$ cat src/rtl/mcast_filt_pkg.sv
package mcast_filt_pkg;
  localparam int MAC_BYTES = 6;
  localparam int ADDR_W    = MAC_BYTES * 8;
  localparam int HASH_W    = 6;
  localparam int TABLE_W   = 1 << HASH_W;
  localparam int HALF_W    = TABLE_W / 2;
  localparam int STA_HI_W  = ADDR_W - 32;
  localparam int CNT_W     = $clog2(MAC_BYTES + 1);
  localparam int CRC_W     = 32;
  localparam logic [CRC_W-1:0] CRC_POLY = 32'hEDB88320;

  typedef struct packed {
    logic             loadFirst;
    logic             stepByte;
    logic             finish;
    logic [CNT_W-1:0] byteIdx;
  } ctrl_strb_t;

  // one byte of a right-shifting CRC, least significant input bit first
  function automatic logic [CRC_W-1:0] crcStepByte(input logic [CRC_W-1:0] c,
                                                   input logic [7:0] b);
    logic [CRC_W-1:0] r;
    r = c;
    for (int k = 0; k < 8; k++) begin
      if (r[0] ^ b[k]) r = (r >> 1) ^ CRC_POLY;
      else             r = r >> 1;
    end
    return r;
  endfunction

  // low hash bits taken in reversed order
  function automatic logic [HASH_W-1:0] foldIndex(input logic [CRC_W-1:0] c);
    logic [HASH_W-1:0] idx;
    for (int k = 0; k < HASH_W; k++) idx[k] = c[HASH_W-1-k];
    return idx;
  endfunction
endpackage

$ cat src/rtl/mcast_filt_ctrl.sv
module mcast_filt_ctrl
  import mcast_filt_pkg::*;
(
  input  logic       clk,
  input  logic       rstN,
  input  logic       rxValid,
  input  logic       rxStart,
  output ctrl_strb_t strb
);
  logic [CNT_W-1:0] byteCnt, byteCntNext;

  always_comb begin
    strb        = '0;
    byteCntNext = byteCnt;
    if (rxValid && rxStart) begin
      strb.loadFirst = 1'b1;
      strb.byteIdx   = '0;
      strb.finish    = (MAC_BYTES == 1);
      byteCntNext    = (MAC_BYTES == 1) ? '0 : CNT_W'(1);
    end else if (rxValid && byteCnt != '0) begin
      strb.stepByte = 1'b1;
      strb.byteIdx  = byteCnt;
      strb.finish   = (byteCnt == CNT_W'(MAC_BYTES - 1));
      byteCntNext   = strb.finish ? '0 : byteCnt + CNT_W'(1);
    end
  end

  always_ff @(posedge clk) begin
    if (!rstN) byteCnt <= '0;
    else       byteCnt <= byteCntNext;
  end

  a_r3_count_bound: assert property (@(posedge clk) disable iff (!rstN)
    byteCnt <= CNT_W'(MAC_BYTES - 1));
  a_r8_restart: assert property (@(posedge clk) disable iff (!rstN)
    (rxValid && rxStart) |=> (byteCnt == CNT_W'(1)));
  a_r9_idle_ignore: assert property (@(posedge clk) disable iff (!rstN)
    (byteCnt == '0 && rxValid && !rxStart) |=> (byteCnt == '0));
  a_r3_strobe_excl: assert property (@(posedge clk) disable iff (!rstN)
    $onehot0({strb.loadFirst, strb.stepByte}));
endmodule

$ cat src/rtl/mcast_filt_datapath.sv
module mcast_filt_datapath
  import mcast_filt_pkg::*;
(
  input  logic                clk,
  input  logic                rstN,
  input  ctrl_strb_t          strb,
  input  logic [7:0]          rxByte,
  input  logic                promiscEn,
  input  logic [HALF_W-1:0]   tblHi,
  input  logic [HALF_W-1:0]   tblLo,
  input  logic [STA_HI_W-1:0] staHi,
  input  logic [31:0]         staLo,
  output logic                decValid,
  output logic                decAccept,
  output logic [HASH_W-1:0]   decHashIdx
);
  logic [CRC_W-1:0]           crcReg, crcSeed, crcNext;
  logic [MAC_BYTES-1:0][7:0]  addrBuf;
  logic [ADDR_W-1:0]          fullAddr, stationAddr;
  logic [TABLE_W-1:0]         hashTbl;
  logic [HASH_W-1:0]          idxNow;
  logic isMcast, isBcast, staMatch, tblHit, acceptNow;

  assign stationAddr = {staHi, staLo};
  assign hashTbl     = {tblHi, tblLo};

  always_comb begin
    crcSeed = strb.loadFirst ? '1 : crcReg;
    crcNext = crcStepByte(crcSeed, rxByte);
  end

  for (genvar gi = 0; gi < MAC_BYTES; gi++) begin : g_addr
    if (gi == MAC_BYTES - 1) begin : g_last
      assign fullAddr[8*gi +: 8] = rxByte;
    end else begin : g_held
      assign fullAddr[8*gi +: 8] = addrBuf[gi];
    end
  end

  always_comb begin
    idxNow    = foldIndex(crcNext);
    isMcast   = fullAddr[0];
    isBcast   = &fullAddr;
    staMatch  = (fullAddr == stationAddr);
    tblHit    = hashTbl[idxNow];
    acceptNow = promiscEn | isBcast | (isMcast ? tblHit : staMatch);
  end

  always_ff @(posedge clk) begin
    if (!rstN) begin
      crcReg     <= '1;
      addrBuf    <= '0;
      decValid   <= 1'b0;
      decAccept  <= 1'b0;
      decHashIdx <= '0;
    end else begin
      if (strb.loadFirst || strb.stepByte) begin
        crcReg                <= crcNext;
        addrBuf[strb.byteIdx] <= rxByte;
      end
      decValid <= strb.finish;
      if (strb.finish) begin
        decAccept  <= acceptNow;
        decHashIdx <= idxNow;
      end
    end
  end

  a_r7_promisc_accepts: assert property (@(posedge clk) disable iff (!rstN)
    (strb.finish && promiscEn) |=> (decValid && decAccept));
  a_r5_broadcast_accepts: assert property (@(posedge clk) disable iff (!rstN)
    (strb.finish && (&fullAddr)) |=> decAccept);
  a_r3_single_pulse: assert property (@(posedge clk) disable iff (!rstN)
    decValid |=> !decValid);
endmodule

$ cat src/rtl/mcast_filt_host_hash.sv
module mcast_filt_host_hash
  import mcast_filt_pkg::*;
(
  input  logic              clk,
  input  logic              rstN,
  input  logic              hostReq,
  input  logic [ADDR_W-1:0] hostAddr,
  output logic              hostIdxValid,
  output logic [HASH_W-1:0] hostIdx,
  output logic              hostMcast
);
  logic [CRC_W-1:0] crcAll;

  always_comb begin
    crcAll = '1;
    for (int i = 0; i < MAC_BYTES; i++) crcAll = crcStepByte(crcAll, hostAddr[8*i +: 8]);
  end

  always_ff @(posedge clk) begin
    if (!rstN) begin
      hostIdxValid <= 1'b0;
      hostIdx      <= '0;
      hostMcast    <= 1'b0;
    end else begin
      hostIdxValid <= hostReq;
      if (hostReq) begin
        hostIdx   <= foldIndex(crcAll);
        hostMcast <= hostAddr[0];
      end
    end
  end

  a_r10_host_latency: assert property (@(posedge clk) disable iff (!rstN)
    hostReq |=> hostIdxValid);
  a_r10_host_quiet: assert property (@(posedge clk) disable iff (!rstN)
    !hostReq |=> !hostIdxValid);
endmodule

$ cat src/rtl/mcast_hash_filter.sv
module mcast_hash_filter
  import mcast_filt_pkg::*;
(
  input  logic                clk,
  input  logic                rstN,
  input  logic                rxValid,
  input  logic                rxStart,
  input  logic [7:0]          rxByte,
  input  logic                promiscEn,
  input  logic [HALF_W-1:0]   tblHi,
  input  logic [HALF_W-1:0]   tblLo,
  input  logic [STA_HI_W-1:0] staHi,
  input  logic [31:0]         staLo,
  output logic                decValid,
  output logic                decAccept,
  output logic [HASH_W-1:0]   decHashIdx,
  input  logic                hostReq,
  input  logic [ADDR_W-1:0]   hostAddr,
  output logic                hostIdxValid,
  output logic [HASH_W-1:0]   hostIdx,
  output logic                hostMcast
);
  ctrl_strb_t strb;

  mcast_filt_ctrl ctrl_i (
    .clk(clk), .rstN(rstN), .rxValid(rxValid), .rxStart(rxStart), .strb(strb)
  );

  mcast_filt_datapath dp_i (
    .clk(clk), .rstN(rstN), .strb(strb), .rxByte(rxByte),
    .promiscEn(promiscEn), .tblHi(tblHi), .tblLo(tblLo),
    .staHi(staHi), .staLo(staLo),
    .decValid(decValid), .decAccept(decAccept), .decHashIdx(decHashIdx)
  );

  mcast_filt_host_hash host_i (
    .clk(clk), .rstN(rstN), .hostReq(hostReq), .hostAddr(hostAddr),
    .hostIdxValid(hostIdxValid), .hostIdx(hostIdx), .hostMcast(hostMcast)
  );
endmodule

$ cat config.mk
export PLATFORM = sky130hd
export DESIGN_NAME = mcast_hash_filter
export DESIGN_NICKNAME = d
export VERILOG_FILES = /design/src/rtl/mcast_filt_pkg.sv /design/src/rtl/mcast_filt_ctrl.sv /design/src/rtl/mcast_filt_datapath.sv /design/src/rtl/mcast_filt_host_hash.sv /design/src/rtl/mcast_hash_filter.sv
export SDC_FILE = /design/constraint.sdc
export NUM_CORES = 1
export LEC_CHECK = 0
export ABC_CLOCK_PERIOD_IN_PS = 5610
export BUFFER_PORTS_ARGS = -buffer_cell sky130_fd_sc_hd__buf_2
export CORE_ASPECT_RATIO = 0.7
export CORE_MARGIN = 4
export CORE_UTILIZATION = 59
export DETAILED_ROUTE_END_ITERATION = 16
export HOLD_SLACK_MARGIN = 0.15
export PLACE_DENSITY = 0.83
export SYNTH_ARGS = -nofsm -noshare
export SYNTH_HDL_FRONTEND = slang
export SYNTH_SLANG_ARGS = --single-unit
$ cat constraint.sdc
create_clock -name clk -period 5.61 [get_ports clk]
set_input_delay 0.8415 -clock clk [delete_from_list [all_inputs] [get_ports clk]]
set_output_delay 0.8415 -clock clk [all_outputs]
set_load 0.01 [all_outputs]
==> summary.txt, run 1 <==
Worst Setup End Kind: flop
initial antenna violation count: 0
R2R Path End: dp_i.decAccept$_SDFFE_PN0P_
Residual DRC: 0
RePlAce Congestion: 0.966
ys flop type: dfxtp_1
relative slew slack: 0.183
Crit path required time: 5.85 ns
Ys Warns: 0
clock slew at the register clock pins of the worst setup and hold paths: 0.07 ns
Hold Crit Depth: 2
Pre-Repair DR Iteration Count: 5
row count: 34
max cap viols: 0
Worst path slowest cell: xnor3_2
ANT cells: 0
Worst R2R Path Depth: 11
die area: 0.0150 sq mm
Clock Latency Late Sink: 0.35 ns
commonest cells after routing, fill and taps aside: 199 x xnor2_1, 188 x buf_2, 91 x dfxtp_1
simple-gate share of the synthesized area: 0.131
worst-path maximum fanout: 7
Net Count, Synth: 982
first-pass GRT wire length: 32.2 mm
period utilization: 0.729
clk buf depth: 2
CP Launch Type: input pin
EDFF count, synth: 0
Fmax: 0.245 GHz
largest family of logic cells by synthesized area: XOR/XNOR gates
synthesized area: 0.00769 sq mm
CTS Root Cell: clkbuf_16
max-slew violations: 0
Tmin final: 4.09 ns
Routed Antenna Nets: 0
Worst-Margin Slew: 1.22 ns
cell count after synthesis: 808
skew final: 0.00785 ns
htree depth: 3
ratio of cells with drive above 1 in the final layout: 0.247
Hold Buf Count CTS: 0
Setup Total Neg Slack: 0 ns
CTS tree: built
Die H: 104 um
Mean Syn Cell Area: 9.52 sq um
gr ovfl total: 0
I/O Pins: 190
area delta synth->final: 17.2%
Total GRT Usage: 0.276
buffer count from post-CTS setup fixing: 0
Layout Nets: 1,140
Die Width: 144 um
critical path data arrival time: 4.33 ns
initial core utilization: 0.611
Placed Cells incl. Taps: 1,117
LEAKAGE: 3.93 nW
RSZ-0062 raised after global routing: false
r2r setup slk: 2.36 ns
most common cell after layout, fill and taps aside: xnor2_1
Post-CTS Resized: 0
Synth Register Bits: 91
Hold Path End: dp_i.crcReg[13]$_SDFFE_PN1P_
XOR/XNOR Fraction of Synth Area: 0.420
WL per Instance: 18.9 um
Compound-Gate Fraction of Synth Area: 0.0768
HP Class: reg -> reg
Post-synth ARST share: 0
Setup Viol. Count Final: 0
fin util: 0.716
Via Count: 6,389
Hold Vio Cnt, Final: 0
Num CTS Buffers: 9
max incr delay on CP: 0.61 ns
mux contribution to synthesized area: 0.105
drt initial violations: 558
final wirelength: 21.4 mm
placed wire-length estimate: 16.6 mm
CTS Sinks: 91
VDD IR-drop max: 0.00153 V
hold path startpoint: dp_i.crcReg[13]$_SDFFE_PN1P_
Seq/Total Area, Yosys: 0.237
Post-Layout Cell Count: 1,133
PD cells: 649 mW/mm^2
pin count of the biggest net entering global routing: 92
Core Area: 0.0126 sq mm
launching point of the worst reg2reg path: dp_i.crcReg[0]$_SDFFE_PN1P_
most frequent CP cell: xor3_1
number of global-route vias before repair: 6,091
I/O Buffers: 188
critical path type: in -> reg
Via density: 5.64
Netlist cell types: 47
Synth Area in Adders: 0
status: finished clean
worst path cell trace: buf_2 > xor2_4 > xnor3_2 > xor3_1 > xor3_1 > xor3_1 > xor2_1 > xnor2_2 > xnor2_1 > mux2i_1 > and2_1
Yosys cell counts (all sizes together) (3+ instances only):
master / count / area (sq um)
and2: 7 / 43.8
nand2: 63 / 236
xnor3: 35 / 790
nor3b: 3 / 22.5
o22ai: 10 / 62.6
a21boi: 10 / 75.1
mux4: 16 / 360
dfxtp: 91 / 1820
inv: 10 / 37.5
nor4: 7 / 43.8
nor2: 57 / 214
o21ai: 23 / 115
nor2b: 40 / 250
mux2i: 40 / 400
a21oi: 17 / 85.1
nand4: 22 / 138
xor3: 6 / 143
o211ai: 14 / 105
xnor2: 203 / 1790
nand3: 3 / 15.0
mux2: 4 / 45.0
nor3: 4 / 20.0
xor2: 54 / 507
clkbuf: 36 / 135
buf: 12 / 57.6
worst max path at each step:
stage                      startpoint                             end  slack [ns]  cells past startpoint
after global routing      hostAddr[4]  host_i.hostIdx[1]$_SDFFE_PN0P_        1.38                     11
after floorplan           hostAddr[5]  host_i.hostIdx[1]$_SDFFE_PN0P_        1.61                     11
final                     hostAddr[4]  host_i.hostIdx[1]$_SDFFE_PN0P_        1.52                     11
after global placement    hostAddr[4]  host_i.hostIdx[1]$_SDFFE_PN0P_        1.25                     11
after CTS                 hostAddr[4]  host_i.hostIdx[1]$_SDFFE_PN0P_        1.54                     11
after detailed placement  hostAddr[4]  host_i.hostIdx[1]$_SDFFE_PN0P_        1.18                     11
stage by stage:
stage / power, mW / worst slack (ns) / hold WS (ns) / instance area, sq um
6_report: 5.85 / 1.52 / 0.487 / 9020
5_1_grt: 6.24 / 1.38 / 0.518 / 9020
4_1_cts: 5.83 / 1.54 / 0.490 / 9020
3_5_place_dp: 5.17 / 1.18 / 0.476 / 8710
3_3_place_gp: 5.09 / 1.25 / 0.468 / 8710
2_1_floorplan: 4.48 / 1.61 / 0.456 / 7690
final cells by class:
type                       instances  area [sq um]
timing repair buffer             195           993
clock inverter                     7          80.1
multi-input combinational        659          5660
clock buffer                       9           225
tap                              162           203
sequential                        91          1820
inverter                          10          37.5
fill                             942          3570
critical path: cells and delay by family:
family | cells | cell delay (ns)
XOR/XNOR | 8 | 2.96
buffers and inverters | 1 | 0.27
AND/OR/NAND/NOR | 1 | 0.16
multiplexers | 1 | 0.09
cell families after synthesis:
family,after synthesis
DFF,91
AOI/OAI and AO/OA,91
and+or+nand+nor,210
muxes,60
xor gates and xnor gates,298
buffers and inverters,58
report_power, final:
part / internal [mW] / total [mW] / switching, mW
combinational: 2.42 / 4.43 / 2.01
clock: 0.352 / 0.624 / 0.271
sequential: 0.734 / 0.802 / 0.0676
total: 3.51 / 5.85 / 2.35
state kept, by name, summed over array words and instances, names as in the netlist:
signal,count
host_i.hostMcast,1
host_i.hostIdx,6
dp_i.decValid,1
dp_i.decAccept,1
host_i.hostIdxValid,1
dp_i.crcReg,32
ctrl_i.byteCnt,3
dp_i.decHashIdx,6
dp_i.addrBuf,40
routing by layer:
| layer | GRT usage | share of wire |
|---|---|---|
| met1 | 0.412 | 0.44 |
| met3 | 0.0659 | 0.10 |
| met4 | 0.0613 | 0.012 |
| met2 | 0.405 | 0.44 |
| met5 | 0 | 0 |
No activity file was read; power rests on OpenSTA's default activity.
==> run 2: changes to the inputs <==
--- a/config.mk
+++ b/config.mk
@@ -5,14 +5,14 @@
 export SDC_FILE = /design/constraint.sdc
 export NUM_CORES = 1
 export LEC_CHECK = 0
-export ABC_CLOCK_PERIOD_IN_PS = 5610
+export ABC_CLOCK_PERIOD_IN_PS = 3400
 export BUFFER_PORTS_ARGS = -buffer_cell sky130_fd_sc_hd__buf_2
 export CORE_ASPECT_RATIO = 0.7
 export CORE_MARGIN = 4
-export CORE_UTILIZATION = 59
+export CORE_UTILIZATION = 50
 export DETAILED_ROUTE_END_ITERATION = 16
 export HOLD_SLACK_MARGIN = 0.15
-export PLACE_DENSITY = 0.83
+export PLACE_DENSITY = 0.75
 export SYNTH_ARGS = -nofsm -noshare
 export SYNTH_HDL_FRONTEND = slang
 export SYNTH_SLANG_ARGS = --single-unit
==> constraint.sdc (replaced) <==
create_clock -name clk -period 3.4 [get_ports clk]
set_input_delay 0.51 -clock clk [delete_from_list [all_inputs] [get_ports clk]]
set_output_delay 0.51 -clock clk [all_outputs]
set_load 0.01 [all_outputs]
==> summary.txt, run 2 (synthesis gave the netlist of run 1 again) <==
final wirelength: 22.3 mm
clk buf depth: 2
Total GRT Usage: 0.254
CP Launch Type: flop
Setup Viol. Count Final: 0
critical path data arrival time: 3.37 ns
Core Area: 0.0149 sq mm
drt initial violations: 485
Clk pwr share: 0.092
most common cell after layout, fill and taps aside: xnor2_1
Crit path required time: 3.63 ns
largest register by flop count: dp_i.addrBuf
Worst-Margin Slew: 1.08 ns
placed wire-length estimate: 17.9 mm
RePlAce Congestion: 0.916
Power, Total: 10.1 mW
VDD IR-drop max: 0.00229 V
worst-path maximum fanout: 18
WL per Instance: 18.0 um
number of global-route vias before repair: 6,564
max FFs per register: 40
pin count of the biggest net entering global routing: 92
Post-Layout Cell Count: 1,240
Die H: 112 um
max-slew violations: 0
share of total power in combinational logic: 0.778
CTS Sinks: 91
max incr delay on CP: 0.54 ns
Via density: 5.28
I/O Buffers: 188
I/O Pins: 190
Worst Setup End Kind: flop
Post-CTS Resized: 0
Num CTS Buffers: 9
leading registers by flop count: dp_i.addrBuf: 40 flops, dp_i.crcReg: 32 flops
final worst-path setup slack: 0.260 ns
Worst path slowest cell: xnor2_1
hold slack: 0.466 ns
grt met1 use: 0.380
area delta synth->final: 25.5%
initial antenna violation count: 0
Int Pwr: 6.35 mW
setup slack after placement: -0.0294 ns
most frequent CP cell: xnor2_1
max cap viols: 0
htree depth: 3
met3 GRT Util: 0.0544
global route hottest layer: met2
Via Count: 6,550
die area: 0.0175 sq mm
status: finished clean
Psw: 3.80 mW
Tmin final: 3.14 ns
first-pass GRT wire length: 35.1 mm
LEAKAGE: 4.29 nW
Hold Buf Count CTS: 0
Pre-Repair DR Iteration Count: 7
Setup Total Neg Slack: 0 ns
RSZ-0062 raised after global routing: false
Layout Nets: 1,214
CTS Root Cell: clkbuf_16
sequential power share: 0.129
CTS tree: built
Clock Latency Late Sink: 0.35 ns
Fmax: 0.318 GHz
Routed Antenna Nets: 0
Hold Vio Cnt, Final: 0
worst path cell trace: xnor2_1 > nor2_1 > xnor2_1 > xnor2_2 > buf_12 > mux4_2 > mux2_2 > o22ai_1 > o21ai_0 > nand3_1 > a31oi_1
period utilization: 0.923
Placed Cells incl. Taps: 1,224
relative slew slack: 0.277
PD cells: 1050 mW/mm^2
commonest cells after routing, fill and taps aside: 198 x xnor2_1, 188 x buf_2, 91 x dfxtp_1
skew final: 0.00759 ns
ratio of cells with drive above 1 in the final layout: 0.304
clock slew at the register clock pins of the worst setup and hold paths: 0.07 ns
ANT cells: 0
met2 usage: 0.382
gr ovfl total: 0
row count: 37
critical path type: reg -> reg
buffer count from post-CTS setup fixing: 0
Switching Share: 0.374
Residual DRC: 0
HP Class: in -> reg
Die Width: 156 um
initial core utilization: 0.518
run 2: critical path: cells and delay by family (launching register included):
family                    cells  cell delay [ns]
DFF                           1             0.43
AOI/OAI and AO/OA             3             0.38
muxes                         2             0.79
buffers and inverters         1             0.21
and+or+nand+nor               2             0.27
xor gates and xnor gates      3             0.92
run 2: metal layers:
layer	vias to the layer above	share of wire
met5	-	0
met4	0	0.014
met3	29	0.085
met2	243	0.44
met1	3093	0.46
li1	3185	-
run 2: area by class of cell:
cell class | instances | area, sq um
Multi-Input combinational cell | 659 | 5700
Fill cell | 1227 | 5210
Sequential cell | 91 | 1820
Timing Repair Buffer | 269 | 1570
Tap cell | 195 | 244
Clock buffer | 9 | 225
Clock inverter | 7 | 50.0
Inverter | 10 | 37.5
run 2: power groups by stage:
stage	Sequential (mW)	Combinational (mW)	Clock, mW
2_1_floorplan	1.31	6.08	0
3_3_place_gp	1.33	7.73	0
3_5_place_dp	1.33	7.88	0
4_1_cts	1.31	7.92	0.953
5_1_grt	1.33	8.62	0.997
6_report	1.31	7.90	0.939
run 2: stage by stage:
stage	cell area, sq um	utilization
final	9650	0.649
after global routing	9650	0.649
after CTS	9650	0.649
after detailed placement	9370	0.631
after global placement	9370	0.631
after floorplan	7740	-
run 2: worst paths after layout:
check                                             startpoint                            to  slack [ns]  depth (start not counted)
worst max-delay path             dp_i.crcReg[4]$_SDFFE_PN1P_   dp_i.decAccept$_SDFFE_PN0P_        0.26                         11
worst min register to register  dp_i.crcReg[13]$_SDFFE_PN1P_  dp_i.crcReg[13]$_SDFFE_PN1P_        0.50                          2
worst max register to register   dp_i.crcReg[4]$_SDFFE_PN1P_   dp_i.decAccept$_SDFFE_PN0P_        0.26                         11
worst min-delay path                               promiscEn   dp_i.decAccept$_SDFFE_PN0P_        0.47                          3
